File: src/rtl/cws_pkg.sv
package cws_pkg;
  localparam int WORD_W   = 24;
  localparam int DATA_MAX = 20;
  localparam int DATA_MIN = 16;
  localparam int IDX_W    = $clog2(WORD_W + 1);
  typedef logic [WORD_W-1:0] word_t;
endpackage

File: src/rtl/cws_timer.sv
module cws_timer #(
  parameter int CYCLES_PER_WORD = 81920
) (
  input  logic clk,
  input  logic rst,
  input  logic restart_i,
  output logic tick_o
);
  localparam int CNT_W = $clog2(CYCLES_PER_WORD);
  localparam logic [CNT_W-1:0] LAST = CNT_W'(CYCLES_PER_WORD - 1);

  logic [CNT_W-1:0] count;

  always_ff @(posedge clk) begin
    if (rst) begin
      count  <= '0;
      tick_o <= 1'b0;
    end else if (restart_i) begin
      count  <= '0;
      tick_o <= 1'b0;
    end else begin
      tick_o <= (count == LAST);
      count  <= (count == LAST) ? '0 : count + CNT_W'(1);
    end
  end

  p_count_range_r1: assert property (@(posedge clk) disable iff (rst)
    count <= LAST);
  p_tick_single_r1: assert property (@(posedge clk) disable iff (rst)
    tick_o |=> !tick_o);
endmodule

File: src/rtl/cws_fmt.sv
module cws_fmt
  import cws_pkg::*;
(
  input  logic [DATA_MAX-1:0] sample_i,
  input  logic                ovr_i,
  input  logic                ovr_neg_i,
  input  logic                bipolar_i,
  input  logic                wide_i,
  input  logic                force_flag_i,
  output word_t               word_o
);
  localparam int FLAG_WIDE   = WORD_W - DATA_MAX;
  localparam int FLAG_NARROW = WORD_W - DATA_MIN;

  logic [DATA_MAX-1:0] d_wide;
  logic [DATA_MIN-1:0] d_narrow;
  logic                flag;

  always_comb begin
    flag = ovr_i | force_flag_i;
    if (ovr_i) begin
      d_wide   = ovr_neg_i ? '0 : '1;
      d_narrow = ovr_neg_i ? '0 : '1;
    end else begin
      d_wide   = sample_i;
      d_narrow = sample_i[DATA_MIN-1:0];
    end
    if (bipolar_i) begin
      d_wide[DATA_MAX-1]   = ~d_wide[DATA_MAX-1];
      d_narrow[DATA_MIN-1] = ~d_narrow[DATA_MIN-1];
    end
    if (wide_i) word_o = {d_wide, {FLAG_WIDE{flag}}};
    else        word_o = {d_narrow, {FLAG_NARROW{flag}}};
  end
endmodule

File: src/rtl/cws_settle.sv
module cws_settle #(
  parameter int SETTLE_WORDS = 6
) (
  input  logic clk,
  input  logic rst,
  input  logic tick_i,
  input  logic disturb_i,
  input  logic wake_i,
  input  logic restart_i,
  output logic fresh_o,
  output logic settled_o
);
  localparam int SC_W = $clog2(SETTLE_WORDS + 1);
  localparam logic [SC_W-1:0] FULL = SC_W'(SETTLE_WORDS);

  logic [SC_W-1:0] cnt, cnt_next;
  logic            clear;

  always_comb begin
    clear = disturb_i | wake_i | restart_i;
    if (clear)                      cnt_next = '0;
    else if (tick_i && cnt != FULL) cnt_next = cnt + SC_W'(1);
    else                            cnt_next = cnt;
  end

  always_ff @(posedge clk) begin
    if (rst) begin
      cnt       <= '0;
      settled_o <= 1'b0;
      fresh_o   <= 1'b1;
    end else begin
      cnt       <= cnt_next;
      settled_o <= (cnt_next == FULL);
      if (wake_i)      fresh_o <= 1'b1;
      else if (tick_i) fresh_o <= 1'b0;
    end
  end

  p_clear_unsettled_r11: assert property (@(posedge clk) disable iff (rst)
    (disturb_i || wake_i || restart_i) |=> !settled_o);
  p_settle_on_word_r11: assert property (@(posedge clk) disable iff (rst)
    $rose(settled_o) |-> $past(tick_i));
endmodule

File: src/rtl/cws_shift.sv
module cws_shift
  import cws_pkg::*;
(
  input  logic  clk,
  input  logic  rst,
  input  logic  sclk_i,
  input  logic  cs_n_i,
  input  logic  tick_i,
  input  word_t word_i,
  input  logic  sync_arm_i,
  output logic  sdo_o,
  output logic  drdy_n_o,
  output logic  restart_o
);
  localparam logic [IDX_W-1:0] LAST_IDX = IDX_W'(WORD_W - 1);
  localparam logic [IDX_W-1:0] END_IDX  = IDX_W'(WORD_W);

  logic [2:0]       sclk_q, csn_q;
  logic             fall_w, frame_w, end_w;
  word_t            out_word, pend_word;
  logic             pend_v, armed;
  logic [IDX_W-1:0] idx;

  always_ff @(posedge clk) begin
    if (rst) begin
      sclk_q <= '1;
      csn_q  <= '1;
    end else begin
      sclk_q <= {sclk_q[1:0], sclk_i};
      csn_q  <= {csn_q[1:0], cs_n_i};
    end
  end

  assign fall_w  = sclk_q[2] & ~sclk_q[1];
  assign frame_w = ~csn_q[1];
  assign end_w   = csn_q[1] & ~csn_q[2];

  always_ff @(posedge clk) begin
    if (rst) begin
      out_word  <= '0;
      pend_word <= '0;
      pend_v    <= 1'b0;
      idx       <= '0;
      drdy_n_o  <= 1'b1;
      armed     <= 1'b0;
      restart_o <= 1'b0;
      sdo_o     <= 1'b0;
    end else begin
      restart_o <= 1'b0;
      if (end_w) begin
        idx <= '0;
        if (pend_v) begin
          out_word <= pend_word;
          pend_v   <= 1'b0;
          drdy_n_o <= 1'b0;
        end
      end else if (frame_w && fall_w && idx < END_IDX) begin
        idx <= idx + IDX_W'(1);
        if (idx == LAST_IDX) begin
          drdy_n_o <= 1'b1;
          if (armed) begin
            restart_o <= 1'b1;
            armed     <= 1'b0;
          end
        end
      end
      if (sync_arm_i) armed <= 1'b1;
      if (tick_i) begin
        if (frame_w) begin
          pend_word <= word_i;
          pend_v    <= 1'b1;
        end else begin
          out_word <= word_i;
          pend_v   <= 1'b0;
          drdy_n_o <= 1'b0;
        end
      end
      sdo_o <= (idx < END_IDX) ? out_word[LAST_IDX - idx] : 1'b0;
    end
  end

  p_word_stable_r8: assert property (@(posedge clk) disable iff (rst)
    frame_w |=> $stable(out_word));
  p_idx_bound_r6: assert property (@(posedge clk) disable iff (rst)
    idx <= END_IDX);
  p_drdy_release_r7: assert property (@(posedge clk) disable iff (rst)
    (frame_w && fall_w && idx == LAST_IDX) |=> drdy_n_o);
endmodule

File: src/rtl/cnv_word_serializer.sv
module cnv_word_serializer
  import cws_pkg::*;
#(
  parameter int CYCLES_PER_WORD = 81920,
  parameter int SETTLE_WORDS    = 6
) (
  input  logic                clk,
  input  logic                rst,
  input  logic [DATA_MAX-1:0] sample_i,
  input  logic                ovr_i,
  input  logic                ovr_neg_i,
  input  logic                bipolar_i,
  input  logic                wide_i,
  input  logic                disturb_i,
  input  logic                wake_i,
  input  logic                sync_arm_i,
  input  logic                sclk_i,
  input  logic                cs_n_i,
  output logic                sdo_o,
  output logic                drdy_n_o,
  output logic                settled_o
);
  logic  tick, restart, fresh;
  word_t word;

  cws_timer #(.CYCLES_PER_WORD(CYCLES_PER_WORD)) u_timer (
    .clk(clk), .rst(rst), .restart_i(restart), .tick_o(tick));

  cws_settle #(.SETTLE_WORDS(SETTLE_WORDS)) u_settle (
    .clk(clk), .rst(rst), .tick_i(tick), .disturb_i(disturb_i),
    .wake_i(wake_i), .restart_i(restart), .fresh_o(fresh),
    .settled_o(settled_o));

  cws_fmt u_fmt (
    .sample_i(sample_i), .ovr_i(ovr_i), .ovr_neg_i(ovr_neg_i),
    .bipolar_i(bipolar_i), .wide_i(wide_i), .force_flag_i(fresh),
    .word_o(word));

  cws_shift u_shift (
    .clk(clk), .rst(rst), .sclk_i(sclk_i), .cs_n_i(cs_n_i),
    .tick_i(tick), .word_i(word), .sync_arm_i(sync_arm_i),
    .sdo_o(sdo_o), .drdy_n_o(drdy_n_o), .restart_o(restart));

  p_first_word_flags_r5: assert property (@(posedge clk) disable iff (rst)
    (tick && fresh) |-> (word[0] && word[3]));
endmodule

File: config.mk
export PLATFORM = sky130hd
export DESIGN_NAME = cnv_word_serializer
export DESIGN_NICKNAME = d
export VERILOG_FILES = /design/src/rtl/cws_pkg.sv /design/src/rtl/cws_timer.sv /design/src/rtl/cws_fmt.sv /design/src/rtl/cws_settle.sv /design/src/rtl/cws_shift.sv /design/src/rtl/cnv_word_serializer.sv
export SDC_FILE = /design/constraint.sdc
export NUM_CORES = 1
export LEC_CHECK = 0
export ABC_AREA = 1
export BUFFER_PORTS_ARGS = -buffer_cell sky130_fd_sc_hd__buf_2
export CAP_MARGIN = 20
export CORE_ASPECT_RATIO = 0.75
export CORE_UTILIZATION = 45
export CTS_BUF_LIST = sky130_fd_sc_hd__clkbuf_4 sky130_fd_sc_hd__clkbuf_8
export DETAILED_ROUTE_END_ITERATION = 7
export GPL_ROUTABILITY_DRIVEN = 0
export GPL_TIMING_DRIVEN = 0
export SKIP_LAST_GASP = 1
export SYNTH_ARGS = -nofsm -noshare
export SYNTH_HDL_FRONTEND = slang
export SYNTH_SLANG_ARGS = --single-unit
File: constraint.sdc
create_clock -name clk -period 3 [get_ports clk]
set_clock_uncertainty 0.1 [all_clocks]
set_input_delay 0 -clock clk [delete_from_list [all_inputs] [get_ports clk]]
set_output_delay 0 -clock clk [all_outputs]
set_load 0.03 [all_outputs]
Word level (Yosys, flattened, before mapping) --
Cells that the tools add are included. Widths: inputs -> output; s select.
Word-level totals: register bits after elaboration 87, input bits 31, output and inout port bits 3, logic and storage cells 82
Operators by class: $add $sub $neg 4, order comparisons 2, equality and inequality tests 5, muxes and demuxes 29, bitwise operators 13, reductions and logical operators 14
Operators with widths (count):
- $mux 24 | 5
- $mux 20 | 2
- $mux 16 | 2
- $add 17x1->17 const B | 1
- $eq 17x17->1 const B | 1
- $mux 1 | 17
- $not 1->1 | 8
- $reduce_or 2->1 | 4
- $lt 5x6->1 const B | 1
- $mux 3 | 2
- $reduce_bool 2->1 | 3
- $add 5x1->5 const B | 1
- $bmux 1 s5 | 1
- $eq 5x5->1 const B | 1
- $lt 5x5->1 const B | 1
- $sub 5x5->5 const A | 1
- $reduce_or 4->1 | 1
- $add 3x1->3 const B | 1
- $eq 3x3->1 const B | 1
- $logic_and 1x1->1 | 3
- $ne 3x3->1 const B | 1
- $or 1x1->1 | 3
- $reduce_and 3->1 | 1
- $reduce_or 3->1 | 1
- other kinds (3) | 4

Logic depth before layout (Yosys ltp) --
Gate-level depths: netlist (run 1).
word-level depth 8, depth in mapped cells 10, mapped depth without buffers 10

Hierarchy --
From an unflattened synthesis (run 1), not the netlist that was laid out.
Second synthesis, totals: cells, all modules 681, area total of the unflattened synthesis 4533.1 um^2
Modules (own cells, without submodules):
- cws_shift | instances 1, cells an instance 408, area an instance 2861.5 um^2, seq. area each 1281.2 um^2
- cws_timer | instances 1, cells an instance 129, area an instance 892.1 um^2, seq. area each 360.3 um^2
- cws_fmt | instances 1, cells an instance 108, area an instance 526.8 um^2, seq. area each 0.0 um^2
- cws_settle | instances 1, cells an instance 36, area an instance 252.7 um^2, seq. area each 100.1 um^2

Worst setup path before layout (run 1) --
Ideal clock, no wire load.
kind register -> register, start point register u_shift.idx[3], end point register u_shift.idx[4], library setup time 0.126 ns, data arrival time 1.259 ns, data required time 2.774 ns, slack 1.516 ns, stages on the path, launching flop included 8, path buffers 0, clock period less this slack 1.484 ns, cells stage by stage dfxtp_1 -> ha_1 -> nor2_1 -> nand3_2 -> nor2_1 -> nand2_1 -> o21ai_0 -> a21boi_0
Between the ends: cells in the longest elaborated chain, start to end 2, elaborated cells on any way between the ends 3
Ends and longest elaborated chain:
- start: declaration | RTL line cws_shift.sv:22 | logic [IDX_W-1:0] idx;
- start signal: assignment | RTL line cws_shift.sv:58 | idx <= idx + IDX_W'(1);
- $lt 5x5->1 | RTL line cws_shift.sv:57 | end else if (frame_w && fall_w && idx < END_IDX) begin
- $logic_and 1x1->1 | RTL line cws_shift.sv:57
Several ways; a longest one is shown, not always the timed one. A chain may end at the register's enable or synchronous reset.

Final worst setup path (run 1) --
start point input port ovr_i, end point register u_shift.pend_word[17]
Between the ends: cells in the longest elaborated chain, start to end 2, elaborated cells on any way between the ends 3
Ends and longest elaborated chain:
- start: declaration | RTL line cnv_word_serializer.sv:10 | input logic ovr_i,
- $mux 16 or $mux 20 (tied branches) | RTL line cws_fmt.sv:21 | if (ovr_i) begin
- $mux 24 (*) | RTL line cws_fmt.sv:32 | if (wide_i) word_o = {d_wide, {FLAG_WIDE{flag}}};
- end signal: assignment | RTL line cws_shift.sv:70 | pend_word <= word_i;
- end: declaration | RTL line cws_shift.sv:20 | word_t out_word, pend_word;
Every way passes the cells marked *; elsewhere a longest branch is shown, timed or not.

==> impl_metrics.py, run 1 <==
metrics = {
    "worst_setup_path": {
        "reg2reg_depth": 5,
        "worst-setup-path-type": "primary input to flip-flop",
        "crit_fanout": 10,
        "endpoint_kind": "flip-flop",
        "reg2reg_setup_slack_ns": 1.11,
        "cp-start-kind": "primary input",
        "worstPathArrival_ns": 2.54,
        "rr_startpoint": "u_timer.tick_o",
        "r2r-end": "u_shift.pend_word[17]",
        "startpoint": "ovr_i",
        "crit_end": "u_shift.pend_word[17]",
        "required_ns": 3.21,
    },
    "power": {
        "power_density_nw_per_um2": 450,
        "finalPower_mw": 2.14,
        "seq_power_share_pct": 52.6,
        "p_sw_share_pct": 23.1,
        "p_sw_mw": 0.495,
        "power_frac_comb_pct": 7.3,
        "intPower_mw": 1.65,
        "p_leak_nw": 2.24,
        "power.share.clock_pct": 40.1,
        "irDropWorstVdd_v": 0.000328,
    },
    "sta": {
        "finalCritPeriodShare_pct": 77.8,
        "max_slew_margin_pct": 56.7,
        "setup-tns-final_ns": 0,
        "worst_pin_slew_ns": 0.642,
        "worst_slack_ns": 0.665,
        "hold_viol": 0,
        "rsz0062_at_grt": "false",
        "setup_violations": 0,
        "fin_crit_ns": 2.34,
        "fmax_mhz": 428,
        "final_max_slew_viol_count": 0,
    },
    "floorplan": {
        "die_w_microns": 113,
        "ioPinCount": 34,
        "die_area_sq_um": 9580,
        "start_util_pct": 47.7,
        "num_rows": 29,
        "core_sq_um": 8670,
        "die_h_microns": 85.0,
    },
    "cts": {
        "cts_root_buffer": "clkbuf_8",
        "cts.sinks": 84,
        "ctsResizeCount": 0,
        "htree_num_levels": 3,
        "clockBufferDepth": 2,
        "clkLatencyLatePin_ns": 0.36,
        "post_cts_buffers": 0,
        "cts_tree": "built",
        "path_clk_slew_ns": 0.08,
        "cts_buffers": 9,
    },
    "synthesis": {
        "synth.avg_cell_area_sq_um": 6.77,
        "synth_nets": 647,
        "yosysWarnings": 0,
        "yosysSeqAreaShare_pct": 40.7,
        "synth_cell_types": 32,
        "dominantRegCellSynth": "dfxtp_1",
        "syn-cell-area_sq_um": 4130,
        "synth_cells": 610,
        "async_flop_share_pct": 0,
        "synth_seq_cells": 84,
        "synth_edf_count": 0,
    },
    "global_routing": {
        "antenna_found_initial": 0,
        "grt.met3_usage_pct": 4.93,
        "grt_max_degree": 13,
        "grt_pass1_vias": 3681,
        "gr-total-overflow": 0,
        "grtUsageMet1_pct": 35.0,
        "grt.total_usage_pct": 23.9,
        "busiest_layer": "met2",
        "grt_pass1_wl_microns": 17700,
        "grt_use_met2_pct": 35.2,
    },
    "placement": {
        "dp_hpwl_microns": 7930,
        "port-buffer-count": 31,
        "place_ws_ns": 1.25,
        "place_area_sq_um": 4420,
    },
    "final_layout": {
        "nets": 701,
        "area_delta_synth_final_pct": 15.0,
        "drive_gt1_share_pct": 12.1,
        "n_antenna_cell": 0,
        "num-fill-cells": 872,
        "fin_area_sq_um": 4750,
        "mostFrequentLayoutCells": "153 x nand2_1, 84 x dfxtp_1, 75 x inv_1",
        "mostFrequentLayoutCell": "nand2_1",
    },
    "route": {
        "drt_iter0_drc": 238,
        "wire_per_inst_microns": 13.7,
        "drt-total-wl_microns": 10600,
        "vias_per_cell": 5.11,
        "vias": 3968,
        "first_pass_iters": 4,
        "route.detailed.drc": 0,
        "postRouteAntennaNets": 0,
    },
    "job": {
        "max_cap_violations": 0,
    },
    "min_path": {
        "whs_path_depth": 7,
        "hold_path_class": "primary input to flip-flop",
    },
    "run_status": {
        "status": "complete, no violations",
    },
}
[synthesized netlist by cell type, types with 3 or more instances]
library cell / n / area, sq um
dfxtp_1: 84 / 1680
a21oi_1: 52 / 260
o211ai_1: 3 / 22.5
nand4_1: 3 / 18.8
o21ai_0: 59 / 295
nor3_1: 7 / 35.0
buf_2: 8 / 40.0
nand2_1: 153 / 574
a31oi_1: 3 / 18.8
clkbuf_1: 12 / 45.0
buf_6: 4 / 45.0
nor2_1: 52 / 195
ha_1: 6 / 75.1
inv_1: 75 / 282
inv_2: 4 / 15.0
or2_2: 6 / 37.5
o21ai_1: 17 / 85.1
nand3_1: 35 / 175
xor2_1: 7 / 61.3
nand2_2: 5 / 31.3
[timing repair]
action	4_1_cts	5_1_grt
hold endpoints to repair	20	0
hold buffers	12	0
endpoints found under the setup margin	0	0
[state kept, by name, summed over array words and instances, names as in the netlist, 3 cells and up]
signal	cells
u_shift.sclk_q	3
u_shift.csn_q	3
u_settle.cnt	3
u_shift.out_word	24
u_shift.idx	5
u_timer.count	17
u_shift.pend_word	21
[cells by family after synthesis]
family	synth area share, %
buffers and inverters	10.7
and+or+nand+nor	28.2
AOI/OAI and AO/OA	16.9
adders and majority gates	1.82
DFF	40.7
xor gates and xnor gates	1.70
[through the flow]
stage | util (%) | instances | hold WS (ns)
3_3_place_gp | 51.0 | 749 | 0.0847
2_1_floorplan | - | 610 | -0.00143
6_report | 54.8 | 776 | 0.0185
5_1_grt | 54.8 | 776 | 0.0530
3_5_place_dp | 51.0 | 749 | 0.0889
4_1_cts | 54.8 | 776 | 0.00699
[power by group through the flow]
stage | sequential [mW] | combinational (mW) | clock [mW]
after floorplan | 1.15 | 0.0868 | 0
after detailed placement | 1.15 | 0.143 | 0
after global placement | 1.15 | 0.140 | 0
after global routing | 1.13 | 0.176 | 0.921
final | 1.13 | 0.156 | 0.858
after CTS | 1.13 | 0.154 | 0.875
[metal layers]
metal,wire (microns),part of all wire [%],vias up
met5,0,0,-
met4,107,1.0,0
met3,569,5.3,9
met2,4240,40,101
met1,5730,54,1801
li1,-,-,2057
[area by class of cell]
| type | instances | area (sq um) | share of cell area, % |
|---|---|---|---|
| repair buffers | 43 | 275 | 5.79 |
| inverters | 80 | 300 | 6.32 |
| multi-input cells | 420 | 2010 | 42.2 |
| well taps | 108 | 135 | 2.84 |
| plain buffers | 26 | 143 | 3.00 |
| flip-flops and latches | 84 | 1680 | 35.4 |
| clock buffers | 14 | 180 | 3.79 |
| clock inverters | 1 | 30.0 | 0.632 |
[how the worst min path moves through the flow]
stage	from	end	slack, ns
final	sample_i[0]	u_shift.pend_word[4]	0.02
after floorplan	wake_i	u_settle.fresh_o	-0.001
after global placement	sclk_i	u_shift.sclk_q[0]	0.08
after global routing	sample_i[17]	u_shift.out_word[21]	0.05
after detailed placement	sclk_i	u_shift.sclk_q[0]	0.09
after CTS	sample_i[14]	u_shift.pend_word[18]	0.007
[critical path: stages]
cell	delay (ns)
dlygate4sd3_1	0.53
buf_2	0.18
buf_2	0.19
o21ai_0	0.25
nand2_1	0.12
dlygate4sd3_1	0.57
a31oi_1	0.15
dlygate4sd3_1	0.55
No activity file was read; power rests on OpenSTA's default activity.
==> run 2: changes to the inputs <==
clock period = 2.2 ns   (was 3 ns; I/O delays follow)
==> impl_metrics.py, run 2 (same netlist as run 1, synthesis figures left out) <==
metrics = {
    "final_layout": {
        "fin_util_pct": 54.8,
        "fin_area_sq_um": 4750,
        "n_antenna_cell": 0,
        "drive_gt1_share_pct": 12.1,
        "largest_register_ffs": 24,
        "nets": 701,
        "mostFrequentLayoutCells": "153 x nand2_1, 84 x dfxtp_1, 75 x inv_1",
        "mostFrequentLayoutCell": "nand2_1",
        "multi_input_area_sq_um": 2010,
        "num-fill-cells": 872,
        "regMostFlops": "u_shift.out_word",
        "area_delta_synth_final_pct": 15.0,
        "seq_area_sq_um": 1680,
        "top_regs": "u_shift.out_word x24, u_shift.pend_word x21, u_timer.count x17",
    },
    "global_routing": {
        "grt_pass1_vias": 3687,
        "gr-total-overflow": 0,
        "grt.total_usage_pct": 23.9,
        "antenna_found_initial": 0,
        "grt_max_degree": 13,
        "grt_pass1_wl_microns": 17700,
    },
    "worst_setup_path": {
        "reg2reg_depth": 5,
        "endpoint_kind": "flip-flop",
        "worstPathArrival_ns": 2.04,
        "required_ns": 2.35,
        "cp-start-kind": "flip-flop",
        "worst-setup-path-type": "flip-flop to flip-flop",
        "r2r-end": "u_shift.pend_word[17]",
        "crit_fanout": 10,
        "rr_startpoint": "u_timer.tick_o",
        "reg2reg_setup_slack_ns": 0.31,
    },
    "power": {
        "power_density_nw_per_um2": 614,
        "irDropWorstVdd_v": 0.000441,
        "p_leak_nw": 2.24,
    },
    "floorplan": {
        "die_w_microns": 113,
        "core_sq_um": 8670,
        "num_rows": 29,
        "die_h_microns": 85.0,
        "start_util_pct": 47.7,
        "die_area_sq_um": 9580,
        "ioPinCount": 34,
    },
    "placement": {
        "dp_hpwl_microns": 7930,
        "place_area_sq_um": 4420,
        "port-buffer-count": 31,
    },
    "cts": {
        "cts_tree": "built",
        "cts_buffers": 9,
        "clockBufferDepth": 2,
        "cts.sinks": 84,
        "ctsResizeCount": 0,
        "path_clk_slew_ns": 0.08,
        "cts_root_buffer": "clkbuf_8",
        "clkLatencyLatePin_ns": 0.36,
        "htree_num_levels": 3,
    },
    "job": {
        "max_cap_violations": 0,
    },
    "route": {
        "vias": 3964,
        "drt_iter0_drc": 285,
        "first_pass_iters": 5,
        "drt-total-wl_microns": 10600,
        "postRouteAntennaNets": 0,
        "route.detailed.drc": 0,
        "vias_per_cell": 5.11,
        "wire_per_inst_microns": 13.7,
    },
    "sta": {
        "fmax_mhz": 530,
        "setup_violations": 0,
        "worst_pin_slew_ns": 0.637,
        "finalCritPeriodShare_pct": 85.7,
        "final_max_slew_viol_count": 0,
        "fin_crit_ns": 1.89,
        "setup-tns-final_ns": 0,
        "max_slew_margin_pct": 57.1,
        "rsz0062_at_grt": "false",
        "hold_viol": 0,
    },
    "min_path": {
        "whs_path_depth": 7,
        "min_to": "u_shift.pend_word[4]",
        "hold_path_class": "primary input to flip-flop",
        "min_from": "sample_i[0]",
    },
    "run_status": {
        "status": "complete, no violations",
    },
}
==> run 2: cell counts in the layout (fill, tap and decap cells not counted) <==
Identical to the previous run, type by type.
==> run 2: timing repair <==
action	CTS	global route
setup buffers	0	0
endpoints found under the hold margin	20	0
hold buffers	12	0
==> run 2: final cells by class <==
| cell class | count | area share (%) |
|---|---|---|
| sequential | 84 | 35.4 |
| clock inverter | 1 | 0.632 |
| tap | 108 | 2.84 |
| buffer | 26 | 3.00 |
| multi-input combinational | 420 | 42.2 |
| timing repair buffer | 43 | 5.79 |
| clock buffer | 14 | 3.79 |
| inverter | 80 | 6.32 |
==> run 2: critical path: stages, from the launching register on <==
cell and delay (ns):
dfxtp_1 0.40, inv_2 0.08, nor2_4 0.26, buf_2 0.28, a31oi_1 0.10, dlygate4sd3_1 0.55
==> run 2: where the power goes <==
group          internal [mW]  switching [mW]  leakage, nW
Clock                  0.638           0.531        0.110
Combinational         0.0775           0.135         1.45
Sequential              1.53         0.00701        0.679
Total                   2.25           0.673         2.24
==> run 2: how the worst max path moves through the flow <==
stage                      from  depth (start not counted)               endpoint
3_3_place_gp   u_timer.count[0]                          7      u_timer.count[12]
4_1_cts          u_timer.tick_o                          5  u_shift.pend_word[17]
3_5_place_dp   u_timer.count[0]                          7      u_timer.count[16]
5_1_grt          u_timer.tick_o                          5  u_shift.pend_word[17]
2_1_floorplan    u_shift.idx[3]                          7         u_shift.idx[4]
6_report         u_timer.tick_o                          5  u_shift.pend_word[17]
==> run 2: stage by stage <==
step / total power [mW] / setup WS, ns / hold slack, ns / cells
6_report: 2.92 / 0.315 / 0.0184 / 776
5_1_grt: 3.03 / 0.210 / 0.0528 / 776
4_1_cts: 2.94 / 0.319 / 0.00699 / 776
3_5_place_dp: 1.77 / 0.453 / 0.0889 / 749
3_3_place_gp: 1.76 / 0.477 / 0.0847 / 749
2_1_floorplan: 1.69 / 0.716 / -0.00143 / 610
==> run 2: routing by layer <==
layer | vias to the layer above | global-route usage [%] | routed length [microns] | share of wire, %
met5 | - | 0 | 0 | 0
met4 | 0 | 6.91 | 107 | 1.0
met3 | 9 | 4.93 | 637 | 6.0
met2 | 107 | 35.2 | 4270 | 40
met1 | 1790 | 35.0 | 5640 | 53
li1 | 2058 | - | - | -
